<file path="config.mk">
export PLATFORM = sky130hd
export DESIGN_NAME = rdist_frame
export DESIGN_NICKNAME = d
export VERILOG_FILES = /design/src/rtl/rdist_pkg.sv /design/src/rtl/rdist_wake_fsm.sv /design/src/rtl/rdist_regs.sv /design/src/rtl/rdist_frame.sv
export SDC_FILE = /design/constraint.sdc
export NUM_CORES = 1
export LEC_CHECK = 0
export ABC_AREA = 1
export BUFFER_PORTS_ARGS = -buffer_cell sky130_fd_sc_hd__buf_2
export CORE_MARGIN = 1.5
export CORE_UTILIZATION = 39
export DETAILED_ROUTE_END_ITERATION = 8
export GPL_ROUTABILITY_DRIVEN = 0
export PLACE_DENSITY = 0.83
export SYNTH_ARGS = -nofsm -noshare
export SYNTH_HDL_FRONTEND = slang
export SYNTH_SLANG_ARGS = --single-unit
</file>
<file path="constraint.sdc">
create_clock -name clk -period 1.4 [get_ports clk]
set_clock_uncertainty 0.15 [all_clocks]
set_input_delay 0.28 -clock clk [delete_from_list [all_inputs] [get_ports clk]]
set_output_delay 0.28 -clock clk [all_outputs]
set_load 0.01 [all_outputs]
</file>
<file path="src/rtl/rdist_pkg.sv">
package rdist_pkg;

    localparam int DATA_W = 32;

    typedef enum logic [1:0] {
        ST_ASLEEP   = 2'd0,
        ST_WAKING   = 2'd1,
        ST_AWAKE    = 2'd2,
        ST_DRAINING = 2'd3
    } wake_state_e;

    // Byte offsets inside the frame (software-visible map).
    localparam logic [15:0] OFS_CTRL    = 16'h0000;
    localparam logic [15:0] OFS_TYPE_LO = 16'h0008;
    localparam logic [15:0] OFS_TYPE_HI = 16'h000C;
    localparam logic [15:0] OFS_WAKER   = 16'h0014;
    localparam logic [15:0] OFS_ID      = 16'hFFE8;

    // Bit positions software decodes.
    localparam int BIT_PEND   = 31;
    localparam int BIT_SLEEP  = 1;
    localparam int BIT_CHILD  = 2;
    localparam int BIT_LAST   = 4;
    localparam int BIT_VLPI   = 1;
    localparam int ID_REV_LSB = 4;
    localparam int ID_REV_W   = 4;

endpackage

</file>
<file path="src/rtl/rdist_wake_fsm.sv">
module rdist_wake_fsm
    import rdist_pkg::*;
#(
    parameter int WAKE_DELAY = 8
) (
    input  logic clk,
    input  logic rst_n,
    input  logic req_wr,
    input  logic req_sleep,
    output logic sleep_req_o,
    output logic child_asleep_o,
    output logic pending_o
);

    localparam int CW = (WAKE_DELAY < 2) ? 1 : $clog2(WAKE_DELAY);
    localparam logic [CW-1:0] LAST_CNT = CW'(WAKE_DELAY - 1);

    wake_state_e   state_q, state_d;
    logic          sleep_q;
    logic [CW-1:0] cnt_q;
    logic          counting;
    logic          cnt_done;

    // Sleep request held by software; out of reset the logic is asleep.
    always_ff @(posedge clk or negedge rst_n) begin
        if (!rst_n) begin
            sleep_q <= 1'b1;
        end else if (req_wr) begin
            sleep_q <= req_sleep;
        end
    end

    assign counting = (state_q == ST_WAKING) || (state_q == ST_DRAINING);
    assign cnt_done = (cnt_q == LAST_CNT);

    // State register.
    always_ff @(posedge clk or negedge rst_n) begin
        if (!rst_n) begin
            state_q <= ST_ASLEEP;
        end else begin
            state_q <= state_d;
        end
    end

    // Settling counter: restarts on every state change.
    always_ff @(posedge clk or negedge rst_n) begin
        if (!rst_n) begin
            cnt_q <= '0;
        end else if (state_d != state_q) begin
            cnt_q <= '0;
        end else if (counting) begin
            cnt_q <= cnt_q + 1'b1;
        end
    end

    // Next-state logic.
    always_comb begin
        state_d = state_q;
        unique case (state_q)
            ST_ASLEEP: begin
                if (!sleep_q) state_d = ST_WAKING;
            end
            ST_WAKING: begin
                if (sleep_q)       state_d = ST_ASLEEP;
                else if (cnt_done) state_d = ST_AWAKE;
            end
            ST_AWAKE: begin
                if (sleep_q) state_d = ST_DRAINING;
            end
            ST_DRAINING: begin
                if (!sleep_q)      state_d = ST_AWAKE;
                else if (cnt_done) state_d = ST_ASLEEP;
            end
        endcase
    end

    // Outputs.
    always_comb begin
        child_asleep_o = 1'b1;
        pending_o      = 1'b0;
        unique case (state_q)
            ST_ASLEEP: begin
                child_asleep_o = 1'b1;
                pending_o      = !sleep_q;
            end
            ST_WAKING: begin
                child_asleep_o = 1'b1;
                pending_o      = 1'b1;
            end
            ST_AWAKE: begin
                child_asleep_o = 1'b0;
                pending_o      = sleep_q;
            end
            ST_DRAINING: begin
                child_asleep_o = 1'b0;
                pending_o      = 1'b1;
            end
        endcase
    end

    assign sleep_req_o = sleep_q;

endmodule

</file>
<file path="src/rtl/rdist_regs.sv">
module rdist_regs
    import rdist_pkg::*;
#(
    parameter int ADDR_W   = 16,
    parameter int ARCH_REV = 3
) (
    input  logic              clk,
    input  logic              rst_n,
    input  logic              bus_sel,
    input  logic              bus_wr,
    input  logic [ADDR_W-1:0] bus_addr,
    input  logic [DATA_W-1:0] bus_wdata,
    input  logic [7:0]        aff_l0,
    input  logic [7:0]        aff_l1,
    input  logic [7:0]        aff_l2,
    input  logic [7:0]        aff_l3,
    input  logic              last_frame,
    input  logic              vlpi_cap,
    input  logic              sleep_req,
    input  logic              child_asleep,
    input  logic              pending,
    output logic              waker_wr,
    output logic              waker_sleep,
    output logic              rd_valid,
    output logic [DATA_W-1:0] rd_data
);

    logic              is_read;
    logic [DATA_W-1:0] rd_mux;
    logic              unused_wdata;

    assign is_read     = bus_sel && !bus_wr;
    assign waker_wr    = bus_sel && bus_wr && (bus_addr == ADDR_W'(OFS_WAKER));
    assign waker_sleep = bus_wdata[BIT_SLEEP];
    assign unused_wdata = ^{bus_wdata[DATA_W-1:BIT_SLEEP+1], bus_wdata[BIT_SLEEP-1:0]};

    always_comb begin
        rd_mux = '0;
        case (bus_addr)
            ADDR_W'(OFS_CTRL): begin
                rd_mux[BIT_PEND] = pending;
            end
            ADDR_W'(OFS_TYPE_LO): begin
                rd_mux[BIT_LAST] = last_frame;
                rd_mux[BIT_VLPI] = vlpi_cap;
            end
            ADDR_W'(OFS_TYPE_HI): begin
                rd_mux = {aff_l3, aff_l2, aff_l1, aff_l0};
            end
            ADDR_W'(OFS_WAKER): begin
                rd_mux[BIT_SLEEP] = sleep_req;
                rd_mux[BIT_CHILD] = child_asleep;
            end
            ADDR_W'(OFS_ID): begin
                rd_mux[ID_REV_LSB +: ID_REV_W] = ID_REV_W'(ARCH_REV);
            end
            default: rd_mux = '0;
        endcase
    end

    always_ff @(posedge clk or negedge rst_n) begin
        if (!rst_n) begin
            rd_valid <= 1'b0;
            rd_data  <= '0;
        end else begin
            rd_valid <= is_read;
            if (is_read) begin
                rd_data <= rd_mux;
            end
        end
    end

endmodule

</file>
<file path="src/rtl/rdist_frame.sv">
module rdist_frame
    import rdist_pkg::*;
#(
    parameter int ADDR_W     = 16,
    parameter int WAKE_DELAY = 8,
    parameter int ARCH_REV   = 3
) (
    input  logic              clk,
    input  logic              rst_n,
    input  logic              bus_sel,
    input  logic              bus_wr,
    input  logic [ADDR_W-1:0] bus_addr,
    input  logic [31:0]       bus_wdata,
    output logic              rd_valid,
    output logic [31:0]       rd_data,
    input  logic [7:0]        aff_l0,
    input  logic [7:0]        aff_l1,
    input  logic [7:0]        aff_l2,
    input  logic [7:0]        aff_l3,
    input  logic              last_frame,
    input  logic              vlpi_cap,
    output logic              awake
);

    logic waker_wr_w;
    logic waker_sleep_w;
    logic sleep_req_w;
    logic child_asleep_w;
    logic pending_w;

    rdist_regs #(
        .ADDR_W   (ADDR_W),
        .ARCH_REV (ARCH_REV)
    ) u_regs (
        .clk          (clk),
        .rst_n        (rst_n),
        .bus_sel      (bus_sel),
        .bus_wr       (bus_wr),
        .bus_addr     (bus_addr),
        .bus_wdata    (bus_wdata),
        .aff_l0       (aff_l0),
        .aff_l1       (aff_l1),
        .aff_l2       (aff_l2),
        .aff_l3       (aff_l3),
        .last_frame   (last_frame),
        .vlpi_cap     (vlpi_cap),
        .sleep_req    (sleep_req_w),
        .child_asleep (child_asleep_w),
        .pending      (pending_w),
        .waker_wr     (waker_wr_w),
        .waker_sleep  (waker_sleep_w),
        .rd_valid     (rd_valid),
        .rd_data      (rd_data)
    );

    rdist_wake_fsm #(
        .WAKE_DELAY (WAKE_DELAY)
    ) u_fsm (
        .clk            (clk),
        .rst_n          (rst_n),
        .req_wr         (waker_wr_w),
        .req_sleep      (waker_sleep_w),
        .sleep_req_o    (sleep_req_w),
        .child_asleep_o (child_asleep_w),
        .pending_o      (pending_w)
    );

    assign awake = !child_asleep_w;

endmodule

</file>
### Yosys cells after proc, flatten, opt, wreduce, memory -nomap -nowiden

Index checks and enable logic that the tools add are counted.

* flip-flop bits (word level): 39
* output and inout port bits: 34
* word-level logic and storage cells: 47

* add/subtract/negate cells: 1
* equal/unequal tests: 9
* multiplexer cells: 19
* reductions and logical operators: 13

Operators with widths (count)
* 16-bit by 4-bit equality test with 1-bit output (second input constant): 2
* 23-bit two-way mux: 1
* 16-bit equality test (second input constant): 1
* 16-bit by 5-bit equality test with 1-bit output (second input constant): 1
* 16-bit zero test: 1
* 2-bit two-way mux: 6
* 1-bit one-hot mux with 3 select lines: 3
* 2-bit one-hot mux with 4 select lines: 1
* 3-bit two-way mux: 2
* 1-bit one-hot mux with 2 select lines: 3
* 3-bit one-hot mux with 2 select lines: 1
* 2-bit OR reduction: 3
* 2-bit equality test (second input constant): 2
* 3-bit by 1-bit adder with 3-bit output (second input constant): 1
* 3-bit equality test (second input constant): 1
* 1-bit logical AND: 3
* 1-bit zero test: 3
* 2-bit by 1-bit equality test with 1-bit output (second input constant): 1
* 2-bit zero test: 1
* 1-bit two-way mux: 2
* 2-bit inequality test: 1
* 2-bit nonzero test: 1
* 1-bit logical OR: 1

### Logic depth before layout (Yosys ltp)

Gate-level depths: netlist of the first run.

* depth in word-level cells: 6
* depth in mapped cells: 8
* gate-level depth less buffers: 8

### By module

Synthesis of the first run repeated with hierarchy kept, for this count alone.

* cells, all modules: 227
* area, all modules: 1948.1 um^2

By module, submodules not included
* rdist_regs: times used 1, cells each 194, area each 1641.6 um^2, sequential area each 825.8 um^2
* rdist_wake_fsm: times used 1, cells each 32, area each 302.8 um^2, sequential area each 151.4 um^2
* rdist_frame: times used 1, cells each 1, area each 3.8 um^2, sequential area each 0.0 um^2

### Least setup slack after synthesis of the first run

Ideal clock, no wire load.

* kind: reg-to-reg
* start point: register u_fsm.cnt_q[0]
* end point: register u_fsm.cnt_q[0]
* arrival: 1.167 ns
* required time: 1.167 ns
* slack: 0.001 ns
* stages on the path, launching flop included: 7
* buffers on the path: 0
* path through: dfrtp_1 > ha_1 > ha_1 > nand2_1 > a21boi_4 > nand2_1 > o21ai_0

* word-level cells in the longest chain between the ends: 6
* elaborated cells on any way between the ends: 11
* classes of those cells: 1 x add/sub; 2 x eq/ne; 7 x mux; 1 x reduce/logical

RTL lines
* start, declared: RTL line rdist_wake_fsm.sv:20 `logic [CW-1:0] cnt_q;`
* start signal, assigned: RTL line rdist_wake_fsm.sv:52 `cnt_q <= cnt_q + 1'b1;`
* 3-bit equality test (*): RTL line rdist_wake_fsm.sv:34 `assign cnt_done = (cnt_q == LAST_CNT);`
* 2-bit two-way mux (on tied branches): RTL line rdist_wake_fsm.sv:72, rdist_wake_fsm.sv:65
* 2-bit two-way mux (on tied branches): RTL line rdist_wake_fsm.sv:71, rdist_wake_fsm.sv:64
* 2-bit one-hot mux with 4 select lines (*): RTL line rdist_wake_fsm.sv:59 `unique case (state_q)`
* via u_fsm.state_d[0]: RTL line rdist_wake_fsm.sv:18 `wake_state_e state_q, state_d;`
* 2-bit inequality test (*): RTL line rdist_wake_fsm.sv:49 `end else if (state_d != state_q) begin`
* 3-bit two-way mux / 2-bit nonzero test (equally long branches)

The timed path passes the listed nets; every way through them passes the cells marked *. The select of a mux whose other input is x is not followed.
A chain may end at the register's enable or synchronous reset.

### Final worst setup path of the first run

Ends and elaborated chain as after synthesis.

==> flow_metrics.tcl, run 1 <==
set metrics [dict create \
    finalCritPeriodShare 1.01 \
    pwr-share-seq 0.525 \
    ys_warn_count 0 \
    clk_latency_ns 0.28 \
    gr-usage-met3 0.0412 \
    swShare 0.223 \
    setup-violations-final 1 \
    grt-ovfl-total 0 \
    critical_path_buf_inv_count 0 \
    h-tree-depth 2 \
    dpl_cell_area_mm2 0.00250 \
    drc 0 \
    reg2reg_depth 6 \
    drv_cap 0 \
    cts_max_path_buffers 2 \
    power.density_mw_per_mm2 815 \
    cpPeakStageDelay_ns 0.40 \
    cp_top_family "flip-flops" \
    worst-setup-path-type "reg -> reg" \
    die_y_um 73.6 \
    grt_max_degree 40 \
    cts_tree "done" \
    worstPathArrival_ns 1.47 \
    synth_nets 317 \
    grt.met1_usage 0.186 \
    p_sw_uw 483 \
    slowest_stage "dfrtp_1" \
    violations "negative setup slack" \
    dieArea_mm2 0.00542 \
    rsz0062_at_grt "true" \
    fin_ws_ns -0.0134 \
    cts.clk_slew.worst_paths_ns 0.07 \
    ios 120 \
    start_util 0.409 \
    grt_busiest_layer "met2" \
    crit_required_ns 1.46 \
    critPathLaunchType "flip-flop" \
    finalNonFillerCells 395 \
    syn-instance-count 229 \
    utilization 0.559 \
    hold_path_depth 3 \
    firstDrtPassIters 4 \
    critPathMaxFanout 4 \
    netlist.area_leader.share 0.489 \
    syn_to_final_growth_pct 36.6 \
    num_rows 25 \
    dp_cells 382 \
    dpl.hpwl_um 3080 \
    p_int_uw 1680 \
    wl_per_cell_um 10.6 \
    coreArea_mm2 0.00475 \
    fin_crit_ns 1.41 \
    worstPathCellList "ha_2, ha_4, nand2_2, a21boi_4, nand2_1, o21ai_1" \
    grt_usage 0.166 \
    ant_nets 0 \
    die_w_um 73.6 \
    cts-root-buf "clkbuf_8" \
    vias 1791 \
    final-hold-violation-count 0 \
    vdd_drop_max_mv 0.521 \
    viasPerCell 4.53 \
    cp-end-kind "flip-flop" \
    clock_power_share 0.372 \
    grt_pass1_wl_um 6970 \
    max_slew_margin 0.731 \
    finalMaxSlewViolations 0 \
    hp-class "in -> reg" \
    synth_seq_area_share 0.503 \
    synth_area_leader_cell "dfrtp_1" \
    syn_avg_cell_area_um2 8.49 \
    drt_iter0_markers 59 \
    fmax_ghz 0.708 \
    synth_area_leaders "dfrtp_1 (49%), nand2_1 (17%), o21ai_2 (9.0%)" \
    netlist_area_mm2 0.00194 \
    wirelength_um 4180 \
    stdcell_area_mm2 0.00266 \
    ys_ff_latch 39 \
    cts_sinks 39 \
    fin_setup_tns_ns -0.0134 \
    nets 415 \
    use_met2 0.303 \
    grt_pass1_vias 1711 \
    num_antenna_cells 0 \
    numPortBuffers 88 \
    power_leakage_uw 0.00143 \
    pwr-share-comb 0.103 \
    drive_gt1_frac 0.427 \
    cp_num_cells 6 \
    cts_buffers 5 \
    netlist-cell-type-count 22 \
    worst_pin_slew_ns 0.403 \
    num-fill-cells 451 \
    antenna_found_initial 0 \
    status "finished with violations" \
]
-- layout by cell type, fill, tap and decap left out, drive strengths merged, types with 2 or more instances in the layout --
| master | netlist | routed |
|---|---|---|
| nand3b | 2 | 2 |
| inv | 10 | 10 |
| clkbuf | 3 | 8 |
| buf | 7 | 100 |
| nand3 | 15 | 15 |
| o21ai | 29 | 29 |
| nand4 | 3 | 3 |
| nor2 | 25 | 25 |
| ha | 2 | 2 |
| dfrtp | 38 | 38 |
| nand2 | 91 | 91 |
-- logic make-up after synthesis --
group / share of synthesized area
adder cells (fa/ha/maj): 0.0129
buffers and inverters: 0.0541
flip-flops: 0.503
AO/OA/AOI/OAI: 0.125
AND/OR/NAND/NOR: 0.305
-- synthesized netlist by cell type --
| cell | instances |
|---|---|
| a21boi_4 | 1 |
| a21oi_1 | 1 |
| buf_2 | 3 |
| buf_4 | 1 |
| buf_6 | 3 |
| clkbuf_1 | 3 |
| dfrtp_1 | 38 |
| dfstp_2 | 1 |
| ha_1 | 2 |
| inv_1 | 10 |
| nand2_1 | 89 |
| nand2_2 | 1 |
| nand2_4 | 1 |
| nand3_1 | 15 |
| nand3b_1 | 2 |
| nand4_1 | 3 |
| nor2_1 | 20 |
| nor2_2 | 1 |
| nor2_4 | 4 |
| o21ai_0 | 9 |
| o21ai_2 | 20 |
| or2_2 | 1 |
-- state kept, by name, indices dropped and copies added, names as in the netlist --
register / cells
u_regs.rd_data: 32
u_fsm.sleep_req_o: 1
u_regs.rd_valid: 1
u_fsm.state_q: 2
u_fsm.cnt_q: 3
-- power by group through the flow --
stage	clock, uW	sequential [uW]	combinational (uW)
global placement	0	1160	221
finish	806	1140	222
detailed placement	0	1160	223
global route	889	1140	249
floorplan	0	1160	75.4
CTS	836	1140	226
-- final timing paths --
check                      slack, ns            endpoint          startpoint
min                             0.09   u_fsm.sleep_req_o        bus_wdata[1]
min reg2reg                     0.33  u_regs.rd_data[13]  u_regs.rd_data[13]
max                            -0.01      u_fsm.cnt_q[0]      u_fsm.cnt_q[0]
min in group asynchronous       0.34   u_regs.rd_data[4]               rst_n
max in group asynchronous       0.50   u_fsm.sleep_req_o               rst_n
max reg2reg                    -0.01      u_fsm.cnt_q[0]      u_fsm.cnt_q[0]
-- repair_timing --
item,CTS,global route
buffers inserted,2,2
hold buffers,1,0
pin swaps,2,3
gates resized for setup,5,1
setup endpoints to repair,3,4
hold endpoints to repair,38,0
-- worst min-delay path, cell delays in order --
cell and delay [ns]:
buf_2 0.10, nor2_1 0.09, a21oi_1 0.04
-- metal layers --
layer  up-vias  routed length (um)
met5         -                   0
met4         0                  42
met3         4                 187
met2        47                2140
met1       815                1800
li1        925                   -
-- area by class of cell --
type / count / area, um2 / area share
Clock buffer: 8 / 100 / 0.0377
Tap cell: 67 / 83.8 / 0.0316
Sequential cell: 39 / 977 / 0.368
Multi-Input combinational cell: 170 / 880 / 0.331
Inverter: 10 / 37.5 / 0.0141
Timing Repair Buffer: 101 / 578 / 0.218
-- stage by stage --
stage	worst slack [ns]	power, uW	hold slack (ns)
2_1_floorplan	0.000673	1240	-0.166
3_3_place_gp	-0.0738	1380	0.111
3_5_place_dp	-0.164	1380	0.114
4_1_cts	-0.00377	2200	0.0792
5_1_grt	-0.0564	2280	0.0884
6_report	-0.0134	2170	0.0912
No activity file was read; power rests on OpenSTA's default activity.
==> run 2, diff against run 1 <==
--- a/config.mk
+++ b/config.mk
@@ -7,6 +7,7 @@
 export LEC_CHECK = 0
 export ABC_AREA = 1
 export BUFFER_PORTS_ARGS = -buffer_cell sky130_fd_sc_hd__buf_2
+export CORE_ASPECT_RATIO = 0.5
 export CORE_MARGIN = 1.5
 export CORE_UTILIZATION = 39
 export DETAILED_ROUTE_END_ITERATION = 8
==> run 2 against run 1 <==
The flow still finishes with violations (negative setup slack). First-iteration DRC count rose by 20%. Combinational power up 3%. Non-clock buffer count grew 4. Routed wire length up 17%. Sequential share of layout area decreased by 0.60 points. Maximum frequency is 1.3% lower. Sequential cell count unchanged. Final area rose by 1.6%. Global-route usage grew 2.5 points. Sequential power hardly changed. Utilization is 2.9 points higher. Critical path type unchanged. Largest power group unchanged. Highest routed layer unchanged.
==> flow_metrics.tcl, run 2 (synthesis gave the netlist of run 1 again) <==
set metrics [dict create \
    vdd_drop_max_mv 0.478 \
    die_w_um 103 \
    slowest_stage "dfrtp_1" \
    drv_cap 0 \
    numPortBuffers 88 \
    cts.clk_slew.worst_paths_ns 0.08 \
    worstPathCellList "ha_2, ha_2, nand2_2, a21boi_4, nand2_1, o21ai_1" \
    crit_required_ns 1.47 \
    critPathLaunchType "flip-flop" \
    cts_sinks 39 \
    syn_to_final_growth_pct 38.9 \
    firstDrtPassIters 6 \
    max_slew_margin 0.866 \
    whs_ns 0.0749 \
    vias 1872 \
    num-fill-cells 406 \
    finalMaxSlewViolations 0 \
    setup-violations-final 1 \
    min_from "bus_wdata[1]" \
    swShare 0.237 \
    pwr-share-comb 0.099 \
    drt_iter0_markers 71 \
    dpl.hpwl_um 3650 \
    start_util 0.423 \
    violations "negative setup slack" \
    critPathMaxFanout 4 \
    fin_setup_tns_ns -0.0320 \
    num_antenna_cells 0 \
    die_y_um 52.9 \
    worst_pin_slew_ns 0.199 \
    fin_crit_ns 1.43 \
    h-tree-depth 2 \
    cts_buffers 5 \
    cpPeakStageDelay_ns 0.39 \
    grt_max_degree 40 \
    stdcell_area_mm2 0.00270 \
    nets 419 \
    p_int_uw 1770 \
    worst-setup-path-type "reg -> reg" \
    fin_ws_ns -0.0320 \
    rsz0062_at_grt "true" \
    grt_usage 0.190 \
    final-hold-violation-count 0 \
    reg.largest.list "u_regs.rd_data x32, u_fsm.cnt_q x3, u_fsm.state_q x2" \
    drive_gt1_frac 0.437 \
    cp_common_cell "ha_2" \
    grt_pass1_wl_um 7830 \
    largest_reg_flops 32 \
    clk_latency_ns 0.29 \
    pwr-share-seq 0.491 \
    worstPathArrival_ns 1.50 \
    largest-register "u_regs.rd_data" \
    power_leakage_uw 0.00147 \
    power.density_mw_per_mm2 858 \
    grt-ovfl-total 0 \
    coreArea_mm2 0.00459 \
    grt_pass1_vias 1829 \
    final_cell_mix "nand2_1 (88), buf_2 (88), dfrtp_1 (38)" \
    dieArea_mm2 0.00544 \
    status "finished with violations" \
    num_rows 17 \
    regToRegStartpoint "u_fsm.cnt_q[0]" \
    clock_power_share 0.410 \
    p_sw_uw 550 \
    cts-root-buf "clkbuf_8" \
    viasPerCell 4.70 \
    wirelength_um 4890 \
    cp-startpoint "u_fsm.cnt_q[0]" \
    finalCritPeriodShare 1.02 \
    utilization 0.588 \
    ios 120 \
    ant_nets 0 \
    dpl_cell_area_mm2 0.00255 \
    fmax_ghz 0.698 \
    cts_tree "done" \
    drc 0 \
    cp-end-kind "flip-flop" \
    cts_max_path_buffers 2 \
    antenna_found_initial 0 \
    hp-class "in -> reg" \
    wl_per_cell_um 12.3 \
]
run 2: worst paths after layout:
path,end,cells past startpoint,slack (ns)
setup reg to reg,u_fsm.cnt_q[0],6,-0.03
hold / removal,u_fsm.sleep_req_o,3,0.07
max in group asynchronous,u_fsm.sleep_req_o,3,0.52
hold reg to reg,u_regs.rd_data[16],2,0.33
min in group asynchronous,u_fsm.state_q[1],3,0.34
setup / recovery,u_fsm.cnt_q[0],6,-0.03
run 2: power by group through the flow:
| stage | logic (uW) | clock network, uW | registers (uW) |
|---|---|---|---|
| CTS | 232 | 969 | 1140 |
| finish | 229 | 950 | 1140 |
| detailed placement | 228 | 0 | 1160 |
| global route | 258 | 1030 | 1140 |
| global placement | 220 | 0 | 1160 |
| floorplan | 75.4 | 0 | 1160 |
run 2: layout make-up:
class / count / area (um2) / area share
Timing Repair Buffer: 105 / 621 / 0.230
Inverter: 10 / 37.5 / 0.0139
Clock inverter: 3 / 43.8 / 0.0162
Clock buffer: 5 / 68.8 / 0.0255
Tap cell: 66 / 82.6 / 0.0306
Multi-Input combinational cell: 170 / 870 / 0.322
Sequential cell: 39 / 977 / 0.362
run 2: metal layers:
metal / wire length [um] / GRT usage
met1: 1950 / 0.209
met2: 2660 / 0.375
met3: 209 / 0.0396
met4: 67 / 0.0586
met5: 0 / 0
run 2: through the flow:
stage | instances | worst slack [ns] | total power (uW)
2_1_floorplan | 229 | 0.000673 | 1240
3_3_place_gp | 386 | -0.0346 | 1380
3_5_place_dp | 386 | -0.101 | 1390
4_1_cts | 397 | -0.0401 | 2340
5_1_grt | 398 | -0.0967 | 2420
6_report | 398 | -0.0320 | 2320
run 2: worst max-delay path, delay by kind of cell (launching register included):
| kind | cells | cell delay (ns) |
|---|---|---|
| flip-flops | 1 | 0.39 |
| AND/OR/NAND/NOR | 2 | 0.14 |
| AO/OA/AOI/OAI | 2 | 0.34 |
| adder cells (fa/ha/maj) | 2 | 0.35 |
run 2: repair_timing:
item                                    4_1_cts  5_1_grt
resized for setup                             4        1
endpoints found under the hold margin        38        0
pin swaps                                     2        2
hold buffers                                  1        0
endpoints found under the setup margin        3        5
setup buffers                                 2        1
==> run 3, diff against run 2 <==
--- a/config.mk
+++ b/config.mk
@@ -7,12 +7,14 @@
 export LEC_CHECK = 0
 export ABC_AREA = 1
 export BUFFER_PORTS_ARGS = -buffer_cell sky130_fd_sc_hd__buf_2
+export CELL_PAD_IN_SITES_DETAIL_PLACEMENT = 1
+export CELL_PAD_IN_SITES_GLOBAL_PLACEMENT = 2
 export CORE_ASPECT_RATIO = 0.5
 export CORE_MARGIN = 1.5
-export CORE_UTILIZATION = 39
+export CORE_UTILIZATION = 20
 export DETAILED_ROUTE_END_ITERATION = 8
 export GPL_ROUTABILITY_DRIVEN = 0
-export PLACE_DENSITY = 0.83
+export PLACE_DENSITY = 0.81
 export SYNTH_ARGS = -nofsm -noshare
 export SYNTH_HDL_FRONTEND = slang
 export SYNTH_SLANG_ARGS = --single-unit
==> constraint.sdc (replaced) <==
create_clock -name clk -period 1.3 [get_ports clk]
set_clock_uncertainty 0.15 [all_clocks]
set_input_delay 0.26 -clock clk [delete_from_list [all_inputs] [get_ports clk]]
set_output_delay 0.26 -clock clk [all_outputs]
set_load 0.01 [all_outputs]
==> run 3 against run 2 <==
Critical path depth unchanged. Hold slack got worse by 0.0033 ns. Routed wire length rose by 17%. Combinational power increased by 16%. Critical path type unchanged. The flow still finishes with violations (negative setup slack). Clock-buffer cell count unchanged. Maximum frequency rose by 1.0%. Via count up 0.27%. Sequential share of layout area decreased by 3.0 points.
==> flow_metrics.tcl, run 3 (synthesis gave the netlist of run 1 again) <==
set metrics [dict create \
    cp-end-kind "flip-flop" \
    ios 120 \
    cts_buffers 5 \
    cpPeakStageDelay_ns 0.39 \
    vdd_drop_max_mv 0.480 \
    grt_max_degree 31 \
    coreArea_mm2 0.00945 \
    slowest_stage "dfrtp_1" \
    fin_ws_ns -0.118 \
    h-tree-depth 2 \
    numPortBuffers 88 \
    worstPathArrival_ns 1.48 \
    final_cell_mix "nand2_1 (87), buf_2 (87), dfrtp_1 (38)" \
    whs_ns 0.0716 \
    clk_latency_ns 0.28 \
    worstPathCellList "ha_2, ha_4, nand2_2, a21boi_4, nand2_1, o21ai_1" \
    power.density_mw_per_mm2 983 \
    cp-startpoint "u_fsm.cnt_q[0]" \
    cts_max_path_buffers 2 \
    syn_to_final_growth_pct 51.4 \
    cts-root-buf "clkbuf_16" \
    dpl.hpwl_um 4370 \
    dp_cells 462 \
    crit_required_ns 1.36 \
    violations "negative setup slack" \
    hp-class "in -> reg" \
    cts_sinks 39 \
    grt_usage 0.117 \
    regToRegStartpoint "u_fsm.cnt_q[0]" \
    fmax_ghz 0.705 \
    largest-register "u_regs.rd_data" \
    grt-ovfl-total 0 \
    cts.clk_slew.worst_paths_ns 0.06 \
    reg.largest.list "u_regs.rd_data x32, u_fsm.cnt_q x3, u_fsm.state_q x2" \
    die_w_um 142 \
    largest_reg_flops 32 \
    rsz0062_at_grt "true" \
    finalNonFillerCells 476 \
    worst_pin_slew_ns 0.348 \
    status "finished with violations" \
    wl_per_cell_um 12.1 \
    max_slew_margin 0.768 \
    wirelength_um 5740 \
    critPathMaxFanout 4 \
    worst-setup-path-type "reg -> reg" \
    finalCritPeriodShare 1.09 \
    drv_cap 0 \
    grt_pass1_vias 1966 \
    finalMaxSlewViolations 0 \
    ant_nets 0 \
    vias 1877 \
    drt_iter0_markers 59 \
    final-hold-violation-count 0 \
    start_util 0.206 \
    setup-violations-final 6 \
    num-fill-cells 1167 \
    dieArea_mm2 0.0104 \
    cts_tree "done" \
    grt_pass1_wl_um 9420 \
    viasPerCell 3.94 \
    die_y_um 72.7 \
    min_from "bus_wdata[1]" \
    firstDrtPassIters 4 \
    nets 428 \
    power_leakage_uw 0.00154 \
    antenna_found_initial 0 \
    drive_gt1_frac 0.460 \
    num_rows 25 \
    num_antenna_cells 0 \
    critPathLaunchType "flip-flop" \
    drc 0 \
    fin_crit_ns 1.42 \
]
[run 3: changes by cell type in the layout (fill, tap and decap cells not counted), sizes merged]
cell  change
buf       +9
[run 3: what timing repair did]
action,in CTS,in global routing
setup buffers,4,1
hold buffers,1,0
endpoints found under the setup margin,5,7
endpoints found under the hold margin,11,0
resized for setup,2,5
pin swaps,2,2
[run 3: power by group]
part           switching, uW  leakage, uW  internal (uW)
clock                    497    0.0000838            905
combinational            142     0.000921            123
sequential              3.95     0.000537           1220
total                    643      0.00154           2250
[run 3: worst paths after layout]
| kind | endpoint | slack (ns) | cells after the start |
|---|---|---|---|
| setup / recovery | u_fsm.cnt_q[0] | -0.12 | 6 |
| hold / removal | u_fsm.sleep_req_o | 0.07 | 3 |
| setup reg to reg | u_fsm.cnt_q[0] | -0.12 | 6 |
| hold reg to reg | u_regs.rd_data[8] | 0.32 | 2 |
| max in group asynchronous | u_regs.rd_data[5] | 0.28 | 3 |
| min in group asynchronous | u_fsm.state_q[1] | 0.27 | 2 |
[run 3: per-layer routing]
layer	global-route usage	share of wire	vias up
met5	0	0	-
met1	0.139	0.42	898
met2	0.209	0.54	22
met3	0.0262	0.022	6
met4	0.0447	0.018	0
li1	-	-	951
[run 3: stage by stage]
stage / utilization / worst slack (ns) / total power, uW / cell area (um2) / TNS (ns)
floorplan: - / -0.0413 / 1330 / 1960 / -0.0413
global placement: 0.286 / -0.0947 / 1520 / 2700 / -2.02
detailed placement: 0.286 / -0.158 / 1520 / 2700 / -2.88
CTS: 0.309 / -0.114 / 2950 / 2920 / -0.362
global route: 0.312 / -0.229 / 3020 / 2940 / -0.885
finish: 0.312 / -0.118 / 2890 / 2940 / -0.404
[run 3: final cells by class]
| class | count | area (um2) | area share |
|---|---|---|---|
| well taps | 135 | 169 | 0.0574 |
| inverters | 10 | 37.5 | 0.0127 |
| multi-input cells | 170 | 893 | 0.303 |
| clock inverters | 3 | 43.8 | 0.0149 |
| clock buffers | 5 | 125 | 0.0425 |
| repair buffers | 114 | 698 | 0.237 |
| flip-flops and latches | 39 | 977 | 0.332 |
[run 3: critical path, delay by kind of cell (launching register included)]
kind	cells	cell delay (ns)
AND/OR/NAND/NOR	2	0.14
AO/OA/AOI/OAI	2	0.33
adder cells (fa/ha/maj)	2	0.34
flip-flops	1	0.39
